**src/rtl/i2c_tg_pkg.sv**
```systemverilog
package i2c_tg_pkg;

  typedef enum logic [1:0] {
    OP_START = 2'd0,
    OP_BIT   = 2'd1,
    OP_STOP  = 2'd2,
    OP_NONE  = 2'd3
  } tg_op_e;

  typedef enum logic [3:0] {
    S_IDLE   = 4'd0,
    S_RS_REL = 4'd1,
    S_ST_SU  = 4'd2,
    S_ST_HD  = 4'd3,
    S_B_LO   = 4'd4,
    S_B_LO_X = 4'd5,
    S_B_HI   = 4'd6,
    S_B_HI_X = 4'd7,
    S_SP_LO  = 4'd8,
    S_SP_SU  = 4'd9
  } tg_state_e;

endpackage

```
**src/rtl/i2c_tg_prescale.sv**
```systemverilog
module i2c_tg_prescale #(
  parameter int TW = 8
) (
  input  logic          clk,
  input  logic          rst_n,
  input  logic          restart,
  input  logic [TW-1:0] div,
  output logic          tick
);

  logic [TW-1:0] pc_q;
  logic [TW-1:0] pc_d;

  always_comb begin
    tick = (pc_q == div);
    if (restart || tick) pc_d = '0;
    else                 pc_d = pc_q + 1'b1;
  end

  always_ff @(posedge clk or negedge rst_n) begin
    if (!rst_n) pc_q <= '0;
    else        pc_q <= pc_d;
  end

endmodule

```
**src/rtl/i2c_tg_tickcnt.sv**
```systemverilog
module i2c_tg_tickcnt #(
  parameter int CW = 10
) (
  input  logic          clk,
  input  logic          rst_n,
  input  logic          restart,
  input  logic          tick,
  output logic [CW-1:0] cnt
);

  logic [CW-1:0] cnt_q;
  logic [CW-1:0] cnt_d;

  always_comb begin
    if (restart)   cnt_d = '0;
    else if (tick) cnt_d = cnt_q + 1'b1;
    else           cnt_d = cnt_q;
  end

  always_ff @(posedge clk or negedge rst_n) begin
    if (!rst_n) cnt_q <= '0;
    else        cnt_q <= cnt_d;
  end

  assign cnt = cnt_q;

endmodule

```
**src/rtl/i2c_tg_sync.sv**
```systemverilog
module i2c_tg_sync #(
  parameter int STAGES = 2
) (
  input  logic clk,
  input  logic rst_n,
  input  logic d,
  output logic q
);

  logic [STAGES-1:0] sh_q;

  generate
    for (genvar i = 0; i < STAGES; i++) begin : g_stage
      if (i == 0) begin : g_first
        always_ff @(posedge clk or negedge rst_n) begin
          if (!rst_n) sh_q[0] <= 1'b1;
          else        sh_q[0] <= d;
        end
      end else begin : g_next
        always_ff @(posedge clk or negedge rst_n) begin
          if (!rst_n) sh_q[i] <= 1'b1;
          else        sh_q[i] <= sh_q[i-1];
        end
      end
    end
  endgenerate

  assign q = sh_q[STAGES-1];

endmodule

```
**src/rtl/i2c_tg_top.sv**
```systemverilog
module i2c_tg_top
  import i2c_tg_pkg::*;
#(
  parameter int TW = 8,
  parameter int FW = 3
) (
  input  logic          clk,
  input  logic          rst_n,
  input  logic          cmd_valid,
  input  logic [1:0]    cmd_op,
  input  logic          cmd_bit,
  input  logic          cmd_rx,
  output logic          cmd_ready,
  input  logic [TW-1:0] t_div,
  input  logic [TW-1:0] t_scl_lo,
  input  logic [TW-1:0] t_scl_hi,
  input  logic [TW-1:0] t_sta_su,
  input  logic [TW-1:0] t_sta_hd,
  input  logic [TW-1:0] t_sto_su,
  input  logic [TW-1:0] t_dat_su,
  input  logic [TW-1:0] t_dat_hd,
  input  logic [TW-1:0] t_rs_rel,
  input  logic [FW-1:0] t_flt,
  input  logic          sda_in,
  output logic          scl_oe,
  output logic          sda_oe,
  output logic          phase_done,
  output logic          rx_bit,
  output logic          arb_lost
);

  localparam int CW  = TW + 2;
  localparam int OCW = FW + 2;
  localparam logic [OCW-1:0] OVH_BASE = OCW'(4);

  tg_state_e      st_q, st_d;
  logic           scl_q, scl_d;
  logic           sda_q, sda_d;
  logic           done_q, done_d;
  logic           rx_q, rx_d;
  logic           arb_q, arb_d;
  logic           bit_q, bit_d;
  logic           rxm_q, rxm_d;
  logic [OCW-1:0] oc_q, oc_d;

  logic           restart;
  logic           tick;
  logic [CW-1:0]  tc;
  logic           sda_sync;

  logic [CW-1:0]  lo_base, lo_need, lo_tgt, target;
  logic [OCW-1:0] ovh_len;
  logic           seg_end, ovh_end;
  logic           at_hold, at_mid;

  i2c_tg_prescale #(.TW(TW)) u_pre (
    .clk     (clk),
    .rst_n   (rst_n),
    .restart (restart),
    .div     (t_div),
    .tick    (tick)
  );

  i2c_tg_tickcnt #(.CW(CW)) u_cnt (
    .clk     (clk),
    .rst_n   (rst_n),
    .restart (restart),
    .tick    (tick),
    .cnt     (tc)
  );

  i2c_tg_sync #(.STAGES(2)) u_sync (
    .clk   (clk),
    .rst_n (rst_n),
    .d     (sda_in),
    .q     (sda_sync)
  );

  // Segment lengths in ticks
  always_comb begin
    lo_base = CW'(t_scl_lo) + 1'b1;
    lo_need = CW'(t_dat_hd) + CW'(t_dat_su) + 1'b1;
    lo_tgt  = (lo_need > lo_base) ? lo_need : lo_base;
    ovh_len = OVH_BASE + OCW'(t_flt);
    unique case (st_q)
      S_RS_REL: target = CW'(t_rs_rel) + 1'b1;
      S_ST_SU:  target = CW'(t_sta_su) + 1'b1;
      S_ST_HD:  target = CW'(t_sta_hd) + 1'b1;
      S_B_LO:   target = lo_tgt;
      S_B_HI:   target = CW'(t_scl_hi) + 1'b1;
      S_SP_LO:  target = lo_tgt;
      S_SP_SU:  target = CW'(t_sto_su) + 1'b1;
      default:  target = '1;
    endcase
    seg_end = tick && ((tc + 1'b1) == target);
    ovh_end = (oc_q == (ovh_len - 1'b1));
    at_hold = (tc == CW'(t_dat_hd));
    at_mid  = tick && (tc == CW'(t_scl_hi >> 1));
  end

  // Next-state logic
  always_comb begin
    st_d    = st_q;
    scl_d   = scl_q;
    sda_d   = sda_q;
    done_d  = 1'b0;
    rx_d    = rx_q;
    arb_d   = arb_q;
    bit_d   = bit_q;
    rxm_d   = rxm_q;
    restart = 1'b0;
    if (st_q == S_B_LO_X || st_q == S_B_HI_X) oc_d = oc_q + 1'b1;
    else                                      oc_d = '0;

    unique case (st_q)
      S_IDLE: begin
        if (cmd_valid) begin
          unique case (tg_op_e'(cmd_op))
            OP_START: begin
              arb_d   = 1'b0;
              restart = 1'b1;
              st_d    = scl_q ? S_RS_REL : S_ST_SU;
            end
            OP_BIT: begin
              bit_d   = cmd_bit;
              rxm_d   = cmd_rx;
              restart = 1'b1;
              st_d    = S_B_LO;
            end
            OP_STOP: begin
              restart = 1'b1;
              st_d    = S_SP_LO;
            end
            default: ;
          endcase
        end
      end
      S_RS_REL: begin
        if (at_hold) sda_d = 1'b0;
        if (seg_end) begin
          st_d = S_ST_SU; scl_d = 1'b0; sda_d = 1'b0; restart = 1'b1;
        end
      end
      S_ST_SU: begin
        if (seg_end) begin
          st_d = S_ST_HD; sda_d = 1'b1; restart = 1'b1;
        end
      end
      S_ST_HD: begin
        if (seg_end) begin
          st_d = S_IDLE; scl_d = 1'b1; done_d = 1'b1; restart = 1'b1;
        end
      end
      S_B_LO: begin
        if (at_hold) sda_d = rxm_q ? 1'b0 : !bit_q;
        if (seg_end) begin
          st_d = S_B_LO_X; restart = 1'b1;
        end
      end
      S_B_LO_X: begin
        if (ovh_end) begin
          st_d = S_B_HI; scl_d = 1'b0; restart = 1'b1; oc_d = '0;
        end
      end
      S_B_HI: begin
        if (at_mid) begin
          rx_d = sda_sync;
          if (!rxm_q && bit_q && !sda_sync) arb_d = 1'b1;
        end
        if (seg_end) begin
          st_d = S_B_HI_X; restart = 1'b1;
        end
      end
      S_B_HI_X: begin
        if (ovh_end) begin
          st_d = S_IDLE; scl_d = 1'b1; done_d = 1'b1; restart = 1'b1; oc_d = '0;
        end
      end
      S_SP_LO: begin
        if (at_hold) sda_d = 1'b1;
        if (seg_end) begin
          st_d = S_SP_SU; scl_d = 1'b0; sda_d = 1'b1; restart = 1'b1;
        end
      end
      S_SP_SU: begin
        if (seg_end) begin
          st_d = S_IDLE; sda_d = 1'b0; done_d = 1'b1; restart = 1'b1;
        end
      end
      default: begin
        st_d = S_IDLE; restart = 1'b1;
      end
    endcase
  end

  // State registers
  always_ff @(posedge clk or negedge rst_n) begin
    if (!rst_n) begin
      st_q   <= S_IDLE;
      scl_q  <= 1'b0;
      sda_q  <= 1'b0;
      done_q <= 1'b0;
      rx_q   <= 1'b1;
      arb_q  <= 1'b0;
      bit_q  <= 1'b1;
      rxm_q  <= 1'b0;
      oc_q   <= '0;
    end else begin
      st_q   <= st_d;
      scl_q  <= scl_d;
      sda_q  <= sda_d;
      done_q <= done_d;
      rx_q   <= rx_d;
      arb_q  <= arb_d;
      bit_q  <= bit_d;
      rxm_q  <= rxm_d;
      oc_q   <= oc_d;
    end
  end

  assign cmd_ready  = (st_q == S_IDLE);
  assign scl_oe     = scl_q;
  assign sda_oe     = sda_q;
  assign phase_done = done_q;
  assign rx_bit     = rx_q;
  assign arb_lost   = arb_q;

endmodule

```
**config.mk**
```make
export PLATFORM = sky130hd
export DESIGN_NAME = i2c_tg_top
export DESIGN_NICKNAME = d
export VERILOG_FILES = /design/src/rtl/i2c_tg_pkg.sv /design/src/rtl/i2c_tg_prescale.sv /design/src/rtl/i2c_tg_tickcnt.sv /design/src/rtl/i2c_tg_sync.sv /design/src/rtl/i2c_tg_top.sv
export SDC_FILE = /design/constraint.sdc
export NUM_CORES = 1
export LEC_CHECK = 0
export CORE_ASPECT_RATIO = 0.5
export CORE_MARGIN = 4
export CORE_UTILIZATION = 57
export DETAILED_ROUTE_END_ITERATION = 12
export PLACE_DENSITY = 0.87
export SLEW_MARGIN = 10
export SYNTH_ARGS = -nofsm -noshare
export SYNTH_HDL_FRONTEND = slang
export SYNTH_HIERARCHICAL = 1
export SYNTH_SLANG_ARGS = --single-unit
```
**constraint.sdc**
```tcl
create_clock -name clk -period 6.7 [get_ports clk]
set_clock_uncertainty 0.2 [all_clocks]
set_input_delay 1.005 -clock clk [delete_from_list [all_inputs] [get_ports clk]]
set_output_delay 1.005 -clock clk [all_outputs]
set_load 0.02 [all_outputs]
```
# Word-level counts from Yosys, hierarchy flattened
# Cells that the tools add are included.
# W data, S select, Z words.
# classes
addsub	13
n_mul	0
div_mod_pow	0
order_cmp	1
eq_ne	35
n_shift	0
mux	43
bitwise	0
n_reduce_logical	27
# op_table
operator	n
$pmux W10 S6	1
$add A8 B1 Y9 const B	6
$mux W4	9
$pmux W4 S9	1
$mux W10	3
$ne A2 B2 Y1 const B	13
$mux W1	18
$eq A4 B3 Y1 const B	4
$mux W5	3
$pmux W4 S3	1
$add A10 B1 Y10 const B	1
$add A9 B1 Y10 const B	1
$eq A10 B10 Y1	1
$eq A10 B7 Y1	1
$eq A10 B8 Y1	1
$gt A10 B9 Y1	1
$reduce_and A10 Y1	1
$reduce_and A5 Y1	2
$add A8 B8 Y9	1
$add A8 B1 Y8 const B	1
$eq A4 B2 Y1 const B	2
$eq A4 B4 Y1 const B	2
$eq A8 B8 Y1	1
$mux W8	1
29 further kinds	43
# word_totals
reg_bits	36
latchBits	0
mem_bits_rw	0
romBits	0
input_bits	83
out_inout_bits	6
word_cells	132
n_memories	0

# Logic depth before layout (Yosys ltp)
# Gate-level depths: netlist of run 1.
# logic_depth
word_depth	11
ltp_mapped	22
depth_no_buf	22

# Modules after synthesis
# Netlist of run 1, hierarchy kept.
# by_module_without_submodules
module	n_inst	cells_per_inst	area_each_um2	seq_area_each_um2
i2c_tg_top	1	424	3284.4	402.9
i2c_tg_prescale	1	46	521.8	200.2
i2c_tg_tickcnt	1	47	495.5	250.2
i2c_tg_sync	1	2	52.6	52.6

# Worst setup path after synthesis of run 1
# OpenSTA, ideal clock, no wires.
# synth_path
kind	input -> register
from	in t_dat_su[0]
to	reg u_cnt.cnt_q[7] (netlist: u_cnt/cnt[7])
arrival_time_ns	5.316
t_required_ns	6.422
setup_slack_ns	1.106
path_stages	21
n_path_buf	0
cell_sequence	inv_1 -> ha_1 -> inv_1 -> fa_1 -> a211oi_1 -> o21ai_0 -> a21oi_1 -> xnor2_1 -> ha_1 -> a21o_1 -> a21oi_1 -> nand4_1 -> nand2_1 -> a211oi_1 -> a2111o_1 -> nand4b_4 -> nand4b_4 -> o21ai_0 -> o2111ai_4 -> or4_1 -> a21oi_1
# synth_between
elab_chain_cells	10
word_cells_on_any_way	11
cone_classes	add/sub (2); order compare (1); eq/ne (1); mux (5); reduce/logical (2)
# synth_rtl
item	line	text
from (decl)	i2c_tg_top.sv:20	input logic [TW-1:0] t_dat_su,
$add A8 B8 Y9 (*)	i2c_tg_top.sv:82	lo_need = CW'(t_dat_hd) + CW'(t_dat_su) + 1'b1;
$add A9 B1 Y10 (*)	i2c_tg_top.sv:82	
$gt A10 B9 Y1	i2c_tg_top.sv:83	lo_tgt = (lo_need > lo_base) ? lo_need : lo_base;
$mux W10 (*)	i2c_tg_top.sv:83	
$pmux W10 S6 (*)	i2c_tg_top.sv:85	unique case (st_q)
$eq A10 B10 Y1 (*)	i2c_tg_top.sv:95	seg_end = tick && ((tc + 1'b1) == target);
$logic_and A1 B1 Y1 (*)	i2c_tg_top.sv:95	
$mux W1 (*)	--	
$pmux W1 S3 (*)	i2c_tg_top.sv:115	unique case (st_q)
via restart	i2c_tg_top.sv:46	logic restart;
$mux W10 / $reduce_bool A2 Y1 (equally long branches)	--	
to (signal assigned)	i2c_tg_tickcnt.sv:22	else cnt_q <= cnt_d;
to (decl)	i2c_tg_tickcnt.sv:11	logic [CW-1:0] cnt_q;
# Mark *: on every way through the listed nets, which the timed path passes. The rest lies on a longest branch.
# A chain may end at the register's enable or synchronous reset.

# Final worst setup path of run 1
# layout_path
from	in t_dat_hd[0]
to	reg u_cnt.cnt_q[9] (netlist: u_cnt/cnt[9])
# layout_between
elab_chain_cells	10
word_cells_on_any_way	11
cone_classes	add/sub (2); order compare (1); eq/ne (1); mux (5); reduce/logical (2)
# layout_rtl
item	line	text
from (decl)	i2c_tg_top.sv:21	input logic [TW-1:0] t_dat_hd,
$add A8 B8 Y9 (*)	i2c_tg_top.sv:82	
$add A9 B1 Y10 (*)	i2c_tg_top.sv:82	
$gt A10 B9 Y1	i2c_tg_top.sv:83	
$mux W10 (*)	i2c_tg_top.sv:83	
$pmux W10 S6 (*)	i2c_tg_top.sv:85	
$eq A10 B10 Y1 (*)	i2c_tg_top.sv:95	
$logic_and A1 B1 Y1 (*)	i2c_tg_top.sv:95	
$mux W1 (*)	--	
$pmux W1 S3 (*)	i2c_tg_top.sv:115	
via restart	i2c_tg_top.sv:46	
$mux W10 / $reduce_bool A2 Y1 (equally long branches)	--	
# Marks and branches as above.

==> metrics.md, run 1 <==
| Metric | Value |
|---|---|
| Run status | finished, final reports clean |
| Setup-failing EPs final | 0 |
| Final Max Tran Viols | 0 |
| # DRC | 0 |
| Die H | 69.80 µm |
| CTS max path bufs | 2 |
| Metal2 WL | 5576 µm |
| Most used DFF post-synth | dfrtp_1 |
| Die Wd | 131.6 µm |
| Arrival time at the worst endpoint | 6.28 ns |
| CP max FO | 10 |
| Worst-path clk slew | 0.05 ns |
| Post-route cell area | 5404 µm² |
| Highest metal used | met4 |
| WHS Endpoint | u_sync/q |
| Area of the core | 7377 µm² |
| Vias | 4366 |
| Number of global-route vias before repair | 4229 |
| Synth unique cells | 90 |
| Max cap viols | 0 |
| Initial antenna violation count | 0 |
| Hold crit path type | reg2reg |
| Placement Cell Area | 5250 µm² |
| GPL Wtd Cong | 0.9460 |
| Initial core utilization | 0.5902 |
| Hold Path Depth | 0 |
| Rows | 22 |
| First-pass GRT wire length | 20870 µm |
| Sequential element share of the synthesized area | 0.2080 |
| I/O Pins | 89 |
| CTS Root Buffer Type | clkbuf_16 |
| Slowest cell on crit path | or4_1 |
| Pwr per Cell Area | 314.8 nW/µm² |
| Worst Reg-to-Reg Cells | 16 |
| RSZ-0062 raised after global routing | no |
| Psw | 0.0008284 W |
| CP Class | in2reg |
| Crit path time final | 6.272 ns |
| Final HPWL DP | 9671 µm |
| Reg2reg setup slack | 1.54 ns |
| Met1 wire length | 5638 µm |
| Most common cell after layout, fill and taps aside | clkdlybuf4s50_1 |
| Metal3 WL | 1149 µm |
| Pre-antenna DRT Iters | 6 |
| Hold wc startpoint | u_sync/sh_q[0] |
| # diodes | 0 |
| TritonCTS buffer count | 5 |
| Post-DR wirelength/cell | 18.16 µm |
| Post-route ant nets | 0 |
| Largest net degree at the start of global routing | 37 |
| Synth Register Bits | 36 |
| Sequential power share | 0.199 |
| Gr usage total | 0.2746 |
| Critical path capture point type | register |
| Avg Cell Area, Syn | 8.390 µm² |
| Iteration-0 DRC Markers | 496 |
| Maximum vdd drop | 0.1576 mV |
| Switch share | 0.4869 |
| Period utilization | 0.9361 |
| Crit-path cells | clkdlybuf4s50_1 -> inv_1 -> ha_1 -> inv_1 -> fa_1 -> a211oi_1 -> o21ai_0 -> a21oi_1 -> xnor2_1 -> ha_1 -> a21o_1 -> a21oi_1 -> nand4_1 -> nand2_1 -> a21o_1 -> o21ai_0 -> o21ai_0 -> and4bb_1 -> nand4b_4 -> o21ai_2 -> o2111ai_4 -> or4_1 -> a21oi_1 |
| Synth Instances | 519 |
| Logic gate share of total power | 0.659 |
| Async SR Flop Fraction | 1.000 |
| CTS tree | built |
| Final hold violations | 0 |
| Die Footprint | 9186 µm² |
| Most frequent cells in the layout | clkdlybuf4s50_1, nor2_1, a21oi_1, xor2_1 |
| Slew @ Worst Pin | 0.9944 ns |
| Mapped cell area | 4354 µm² |
| P_leak | 2.179 nW |
| Final TNS setup | 0 ns |
| Cell-internal power | 0.0008729 W |
| Req. time, crit path | 6.71 ns |
| Layout cells sized above 1 | 0.08557 |
| Clk_lat worst skew | 0.29 ns |
| Clock Power Share | 0.142 |
| Final wirelength | 12570 µm |
| Worst R2R Start | st_q[2] |
| Clock sink count | 36 |
| Setup Fix Bufs, Post-CTS | 0 |
| Syn_nets | 633 |
| RR Endpoint | u_cnt/cnt[9] |
| Final net count | 709 |
| Port-buffer cells | 88 |
| Crit path launch type | input pin |
| CP peak stage delay | 0.53 ns |
| Yosys warns | 6 |
| Max Freq | 159.5 MHz |
| Post-synth EDFFs | 0 |
| CTS H-tree lvls | 2 |
| Slew margin rel. | 0.3309 |
| Total gr overflow | 0 |
| Via-to-Cell Ratio | 6.309 |
| Area grow syn2layout | 24.11% |
==> power groups by stage <==
stage,clock [W],sequential (W),combinational (W)
final,0.000241,0.000339,0.00112
after global placement,0,0.000338,0.00106
after detailed placement,0,0.000340,0.00108
after floorplan,0,0.000293,0.000891
after CTS,0.000244,0.000336,0.00109
after global routing,0.000253,0.000348,0.00123
==> flip-flops by register name, summed over array words and instances, names as in the netlist, 4 cells and up <==
| signal | cells |
|---|---|
| oc_q | 5 |
| st_q | 4 |
| u_cnt/cnt | 10 |
| u_pre/pc_q | 8 |
==> logic make-up after synthesis <==
kind of cell / after synthesis / synth area share
XOR/XNOR: 61 / 0.1244
AO/OA/AOI/OAI: 143 / 0.2259
flip-flops: 36 / 0.2080
AND/OR/NAND/NOR: 188 / 0.2626
adder cells (fa/ha/maj): 31 / 0.09080
multiplexers: 15 / 0.03822
buffers and inverters: 45 / 0.05000
==> per-layer routing <==
layer | vias to the layer above | track usage
li1 | 2077 | -
met1 | 2055 | 0.3733
met2 | 213 | 0.4261
met3 | 21 | 0.08116
met4 | 0 | 0.07683
met5 | - | 0
==> metrics by stage <==
step | cells | total power [W] | hold slack, ns | setup slack, ns | util
floorplan | 519 | 0.001184 | 0.1452 | 1.106 | -
detailed placement | 684 | 0.001419 | 0.1470 | 0.1837 | 0.7117
global route | 692 | 0.001827 | 0.1494 | 0.03538 | 0.7325
global placement | 684 | 0.001400 | 0.1476 | 0.4266 | 0.7117
finish | 692 | 0.001701 | 0.1514 | 0.4285 | 0.7325
CTS | 692 | 0.001671 | 0.1491 | 0.4690 | 0.7320
==> worst max-delay path by stage <==
stage,start,depth (start not counted),endpoint
floorplan,t_dat_su[0],21,u_cnt/cnt[7]
global placement,t_dat_hd[0],22,u_cnt/cnt[8]
detailed placement,t_dat_hd[0],22,u_cnt/cnt[9]
CTS,t_dat_hd[0],22,u_cnt/cnt[9]
global route,t_dat_hd[0],23,u_cnt/cnt[9]
finish,t_dat_hd[0],23,u_cnt/cnt[9]
==> layout make-up <==
cell class / instances / area [µm²]
flip-flops and latches: 36 / 905.9
fillers: 588 / 1973
clock inverters: 1 / 7.507
well taps: 96 / 120.1
inverters: 22 / 82.58
clock buffers: 7 / 142.6
multi-input cells: 438 / 3234
repair buffers: 92 / 910.9
==> critical path: cells and delay by family <==
family | cells | cell delay [ns]
AND/OR/NAND/NOR | 5 | 1.52
XOR/XNOR | 1 | 0.11
AO/OA/AOI/OAI | 11 | 2.30
buffers and inverters | 3 | 0.59
adder cells (fa/ha/maj) | 3 | 0.76
==> repair_timing <==
action | CTS | global route
setup endpoints to repair | 0 | 3
endpoints found under the hold margin | 0 | 0
hold buffers | 0 | 0
gates resized for setup | 0 | 1
==> cells in the mapped netlist, types with 5 or more instances <==
library cell	n	share of area
nand2b_1	6	0.0086
and2_1	6	0.0086
buf_4	5	0.0086
mux2i_1	5	0.011
a31oi_1	5	0.0072
xor2_1	33	0.066
o21ai_0	32	0.037
ha_1	30	0.086
nand3_1	23	0.026
clkbuf_1	7	0.0060
or4_1	7	0.012
xnor2_1	27	0.054
mux2_2	5	0.013
nand2_1	32	0.028
nor2_1	41	0.035
buf_2	6	0.0069
o22ai_1	5	0.0072
nand4_1	11	0.016
a21oi_1	37	0.043
or3_1	8	0.011
a211oi_1	11	0.019
inv_1	22	0.019
dfrtp_1	32	0.18
a21o_1	6	0.010
nor3_1	9	0.010
Power figures use the tool's default switching activity.
==> run 2: changes to the inputs <==
Settings changed: CTS_BUF_LIST set to sky130_fd_sc_hd__clkbuf_4 sky130_fd_sc_hd__clkbuf_8 sky130_fd_sc_hd__clkbuf_16, HOLD_SLACK_MARGIN set to 0.15.
==> metrics.md, run 2 (synthesized netlist as in run 1, its figures left out) <==
| Metric | Value |
|---|---|
| CP max FO | 10 (unchanged) |
| Die Footprint | 9186 µm² (unchanged) |
| Clock sink count | 36 (unchanged) |
| Die H | 69.80 µm (unchanged) |
| Most common cell after layout, fill and taps aside | clkdlybuf4s50_1 |
| Rows | 22 (unchanged) |
| TritonCTS buffer count | 5 (unchanged) |
| Arrival time at the worst endpoint | 6.25 ns (-0.03 ns) |
| Max Freq | 160.2 MHz (+0.44%) |
| CTS tree | built |
| Iteration-0 DRC Markers | 516 (+4.0%) |
| GPL Wtd Cong | 0.9460 (unchanged) |
| Post-route ant nets | 0 (unchanged) |
| Number of global-route vias before repair | 4238 (+0.21%) |
| Post-route cell area | 5418 µm² (+0.25%) |
| Area of the core | 7377 µm² (unchanged) |
| Hold crit path type | reg2reg |
| P_leak | 2.187 nW (+0.35%) |
| Hold Path Depth | 1 (+1) |
| Multi-input gate area | 3234 µm² (unchanged) |
| Area grow syn2layout | 24.43% |
| Clk_lat worst skew | 0.29 ns (about the same) |
| CP Class | in2reg |
| Gr usage total | 0.2749 (+0.0003121) |
| Period utilization | 0.9319 (-0.004109) |
| Maximum vdd drop | 0.1582 mV (+0.38%) |
| Setup Fix Bufs, Post-CTS | 0 (unchanged) |
| Port-buffer cells | 88 (unchanged) |
| Max cap viols | 0 (unchanged) |
| Req. time, crit path | 6.71 ns (about the same) |
| Crit path launch type | input pin |
| Initial core utilization | 0.5902 (unchanged) |
| Pre-antenna DRT Iters | 5 (-1) |
| Placement Cell Area | 5250 µm² (unchanged) |
| I/O Pins | 89 (unchanged) |
| Final HPWL DP | 9671 µm (unchanged) |
| Die Wd | 131.6 µm (unchanged) |
| Reg2reg setup slack | 1.60 ns (+0.06 ns) |
| Final TNS setup | 0 ns (unchanged) |
| Pwr per Cell Area | 314.5 nW/µm² (about the same) |
| Hold wc startpoint | oc_q[0] |
| Worst-path clk slew | 0.06 ns (about the same) |
| Layout cells sized above 1 | 0.08710 (+0.001532) |
| Largest register FFs | 10 (unchanged) |
| Setup-failing EPs final | 0 (unchanged) |
| CTS max path bufs | 2 (unchanged) |
| Total power | 0.001704 W (+0.16%) |
| Crit path time final | 6.244 ns (-0.02753 ns) |
| Run status | finished, final reports clean |
| RR Endpoint | u_cnt/cnt[9] |
| Worst R2R Start | st_q[2] |
| Initial antenna violation count | 0 (unchanged) |
| CTS Root Buffer Type | clkbuf_16 |
| # diodes | 0 (unchanged) |
| Most frequent cells in the layout | clkdlybuf4s50_1, nor2_1, a21oi_1, xor2_1 |
| Via-to-Cell Ratio | 6.310 (about the same) |
| First-pass GRT wire length | 20900 µm (+0.17%) |
| Slew margin rel. | 0.3422 (+0.01131) |
| Storage cell area | 905.9 µm² (unchanged) |
| Final hold violations | 0 (unchanged) |
| Worst Reg-to-Reg Cells | 16 (unchanged) |
| RSZ-0062 raised after global routing | no |
| Largest net degree at the start of global routing | 37 (unchanged) |
| WHS Endpoint | oc_q[0] |
| CTS H-tree lvls | 2 (unchanged) |
| Slew @ Worst Pin | 0.9776 ns (-0.01681 ns) |
| Final Max Tran Viols | 0 (unchanged) |
| Vias | 4373 (+0.16%) |
| Final net count | 710 (+0.14%) |
| Post-DR wirelength/cell | 18.10 µm (-0.34%) |
| Total gr overflow | 0 (unchanged) |
| Final wirelength | 12540 µm (-0.19%) |
| # DRC | 0 (unchanged) |
| Critical path capture point type | register |
| Fillers | 582 (-1.0%) |
==> run 2: cell types whose count changed in the layout (fill, tap and decap cells not counted), sizes merged <==
| cell | previous run | this run |
|---|---|---|
| dlygate4sd3 | 0 | 1 |
==> run 2: critical path, cell delays in order <==
cell             delay, ns
clkdlybuf4s50_1       0.44
inv_1                 0.10
ha_1                  0.14
inv_1                 0.05
fa_1                  0.41
a211oi_1              0.28
o21ai_0               0.21
a21oi_1               0.21
xnor2_1               0.11
ha_1                  0.21
a21o_1                0.15
a21oi_1               0.28
nand4_1               0.22
nand2_1               0.26
a211oi_1              0.14
a2111o_1              0.42
nand4b_4              0.19
nand4b_4              0.26
o21ai_2               0.25
o2111ai_4             0.22
or4_1                 0.53
a21oi_1               0.17
==> run 2: worst max path at each step <==
stage / start / endpoint / depth (start not counted)
final: t_dat_hd[0] / u_cnt/cnt[9] / 22
after global routing: t_dat_hd[0] / u_cnt/cnt[9] / 23
after CTS: t_dat_hd[0] / u_cnt/cnt[9] / 22
after detailed placement: t_dat_hd[0] / u_cnt/cnt[9] / 22
after global placement: t_dat_hd[0] / u_cnt/cnt[8] / 22
after floorplan: t_dat_su[0] / u_cnt/cnt[7] / 21
==> run 2: metrics by stage <==
step | util | setup slack, ns | hold slack [ns] | instances
global placement | 0.7117 | 0.4266 | 0.1476 | 684
CTS | 0.7339 | 0.4675 | 0.3169 | 693
floorplan | - | 1.106 | 0.1452 | 519
finish | 0.7344 | 0.4560 | 0.3143 | 693
detailed placement | 0.7117 | 0.1837 | 0.1470 | 684
global route | 0.7344 | 0.03479 | 0.3525 | 693
==> run 2: area by class of cell <==
| class | instances | share of cell area |
|---|---|---|
| clock inverter | 1 | 0.001386 |
| tap | 96 | 0.02217 |
| timing repair buffer | 93 | 0.1700 |
| multi-input combinational | 438 | 0.5970 |
| sequential | 36 | 0.1672 |
| clock buffer | 7 | 0.02702 |
| inverter | 22 | 0.01524 |
==> run 2: where the power goes <==
| part | total (W) | switching, W | internal (W) |
|---|---|---|---|
| sequential | 0.000340 | 0.0000844 | 0.000255 |
| clock | 0.000245 | 0.0000931 | 0.000152 |
| combinational | 0.00112 | 0.000649 | 0.000470 |
| total | 0.00170 | 0.000827 | 0.000877 |
==> run 2: metal layers <==
metal | share of wire | up-vias | GRT usage
li1 | - | 2075 | -
met1 | 0.44 | 2042 | 0.3733
met2 | 0.44 | 233 | 0.4261
met3 | 0.097 | 23 | 0.08261
met4 | 0.016 | 0 | 0.07683
met5 | 0 | - | 0
==> run 2: what timing repair did <==
item                                    in CTS  in global routing
hold buffers                                 1                  0
endpoints found under the setup margin       0                  3
endpoints found under the hold margin        1                  0
gates resized for setup                      0                  1
==> run 3: changes to the inputs <==
Settings changed: CORE_UTILIZATION 57 to 60, DONT_BUFFER_PORTS set to 1, PLACE_DENSITY 0.87 to 0.76, SKIP_LAST_GASP set to 1.
==> metrics.md, run 3 (synthesized netlist as in run 1, its figures left out) <==
| Metric | Value |
|---|---|
| Run status | finished, final reports clean |
| Largest net degree at the start of global routing | 37 (unchanged) |
| CP Class | in2reg |
| Slew @ Worst Pin | 0.9220 ns (-0.05559 ns) |
| Final net count | 619 (-13%) |
| CTS max path bufs | 2 (unchanged) |
| Clock sink count | 36 (unchanged) |
| CTS Root Buffer Type | clkbuf_16 |
| Final wirelength | 11420 µm (-8.9%) |
| Largest register FFs | 10 (unchanged) |
| Die Wd | 128.5 µm (-2.4%) |
| GPL Wtd Cong | 0.8978 (-5.1%) |
| Final TNS setup | 0 ns (unchanged) |
| # diodes | 0 (unchanged) |
| Pwr per Cell Area | 357.4 nW/µm² (+14%) |
| Post-route non-filler standard cell count | 598 (-14%) |
| I/O Pins | 89 (unchanged) |
| Crit-path cells | inv_1 -> ha_1 -> inv_1 -> fa_1 -> a211oi_1 -> o21ai_0 -> a21oi_1 -> xnor2_1 -> ha_1 -> a21o_1 -> a21oi_1 -> nand4_1 -> nand2_1 -> a21o_1 -> o21ai_0 -> o21ai_0 -> and4bb_1 -> nand4b_4 -> o21ai_1 -> o2111ai_4 -> or4_1 -> a21oi_1 |
| Slew margin rel. | 0.3853 (+0.04307) |
| Slowest cell on crit path | or4_1 |
| Clk_lat worst skew | 0.28 ns (about the same) |
| Port-buffer cells | 0 (-100%) |
| Final HPWL DP | 9055 µm (-6.4%) |
| # DRC | 0 (unchanged) |
| Hold_buf cts | 0 (-1) |
| Placement Cell Area | 4349 µm² (-17%) |
| Final hold violations | 0 (unchanged) |
| Final Max Tran Viols | 0 (unchanged) |
| CTS H-tree lvls | 2 (unchanged) |
| Core Util, Final | 0.6554 (-0.07904) |
| CTS tree | built |
| Maximum vdd drop | 0.2109 mV (+33%) |
| Arrival time at the worst endpoint | 5.70 ns (-0.55 ns) |
| Req. time, crit path | 6.70 ns (about the same) |
| Cts repair resizes | 0 (unchanged) |
| Rows | 21 (-4.5%) |
| Total gr overflow | 0 (unchanged) |
| Die H | 68.24 µm (-2.2%) |
| TritonCTS buffer count | 5 (unchanged) |
| Reg2reg setup slack | 1.36 ns (-0.24 ns) |
| Vias | 3932 (-10%) |
| CP max FO | 10 (unchanged) |
| Hold crit path type | reg2reg |
| Initial core utilization | 0.6349 (+0.04469) |
| Crit path launch type | input pin |
| P_leak | 1.831 nW (-16%) |
| Iteration-0 DRC Markers | 329 (-36%) |
| Gr usage total | 0.2636 (-0.01128) |
| Most frequent cells in the layout | nor2_1, a21oi_1, xor2_1, nand2_1, dfrtp_1 |
| CP peak stage delay | 0.52 ns (about the same) |
| Worst-path clk slew | 0.05 ns (about the same) |
| Worst Reg-to-Reg Cells | 16 (unchanged) |
| Critical path capture point type | register |
| Max Freq | 175.3 MHz (+9.4%) |
| Most common cell after layout, fill and taps aside | nor2_1 |
| Setup Fix Bufs, Post-CTS | 0 (unchanged) |
| Area grow syn2layout | 3.218% |
| First-pass GRT wire length | 18230 µm (-13%) |
| Pre-antenna DRT Iters | 5 (unchanged) |
| RSZ-0062 raised after global routing | no |
| Total power | 0.001606 W (-5.7%) |
| Max cap viols | 0 (unchanged) |
| Post-DR wirelength/cell | 19.10 µm (+5.5%) |
| Number of global-route vias before repair | 3538 (-17%) |
| Layout cells sized above 1 | 0.09684 (+0.009736) |
| Placed Cells | 590 (-14%) |
| Via-to-Cell Ratio | 6.575 (+4.2%) |
| Setup-failing EPs final | 0 (unchanged) |
| Post-route ant nets | 0 (unchanged) |
| Die Footprint | 8766 µm² (-4.6%) |
| Area of the core | 6858 µm² (-7.0%) |
| Hold Path Depth | 0 (-1) |
| Initial antenna violation count | 0 (unchanged) |
| Post-route cell area | 4494 µm² (-17%) |
| Crit path time final | 5.705 ns (-0.5391 ns) |
| Period utilization | 0.8515 (-0.08046) |
==> run 3: layer usage <==
| metal | GRT usage | part of all wire |
|---|---|---|
| met1 | 0.3915 | 0.48 |
| met2 | 0.3802 | 0.41 |
| met3 | 0.07716 | 0.10 |
| met4 | 0.04762 | 0.0095 |
| met5 | 0 | 0 |
==> run 3: worst max-delay path: cells and delay by family <==
family          cells  cell delay (ns)
compound gates     11             2.24
fa+ha+maj           3             0.76
buf+inv             2             0.11
xor+xnor            1             0.12
simple gates        5             1.45
==> run 3: per-stage QoR <==
stage | setup WS, ns | hold slack (ns)
final | 0.9951 | 0.1571
after global routing | 0.6081 | 0.1657
after CTS | 1.073 | 0.1587
after detailed placement | 0.7912 | 0.1513
after global placement | 0.9532 | 0.1457
after floorplan | 1.106 | 0.1452
==> run 3: power breakdown <==
part	switching, W	internal (W)	leakage, nW	total [W]
Sequential	0.000107	0.000255	0.476	0.000362
Combinational	0.000599	0.000417	1.28	0.00102
Clock	0.0000826	0.000145	0.0747	0.000228
==> run 3: final timing paths <==
kind                                      to           start
worst min-delay path                u_sync/q  u_sync/sh_q[0]
min in group asynchronous       u_cnt/cnt[3]           rst_n
worst max register to register  u_cnt/cnt[8]         st_q[0]
worst min register to register      u_sync/q  u_sync/sh_q[0]
worst max-delay path            u_cnt/cnt[8]     t_dat_su[0]
max in group asynchronous           u_sync/q           rst_n
==> run 3: layout make-up <==
class	count	area, µm²
Timing Repair Buffer	2	15.01
Clock inverter	1	5.005
Clock buffer	7	140.1
Tap cell	92	115.1
Sequential cell	36	905.9
Inverter	22	82.58
Fill cell	600	2364
Multi-Input combinational cell	438	3231
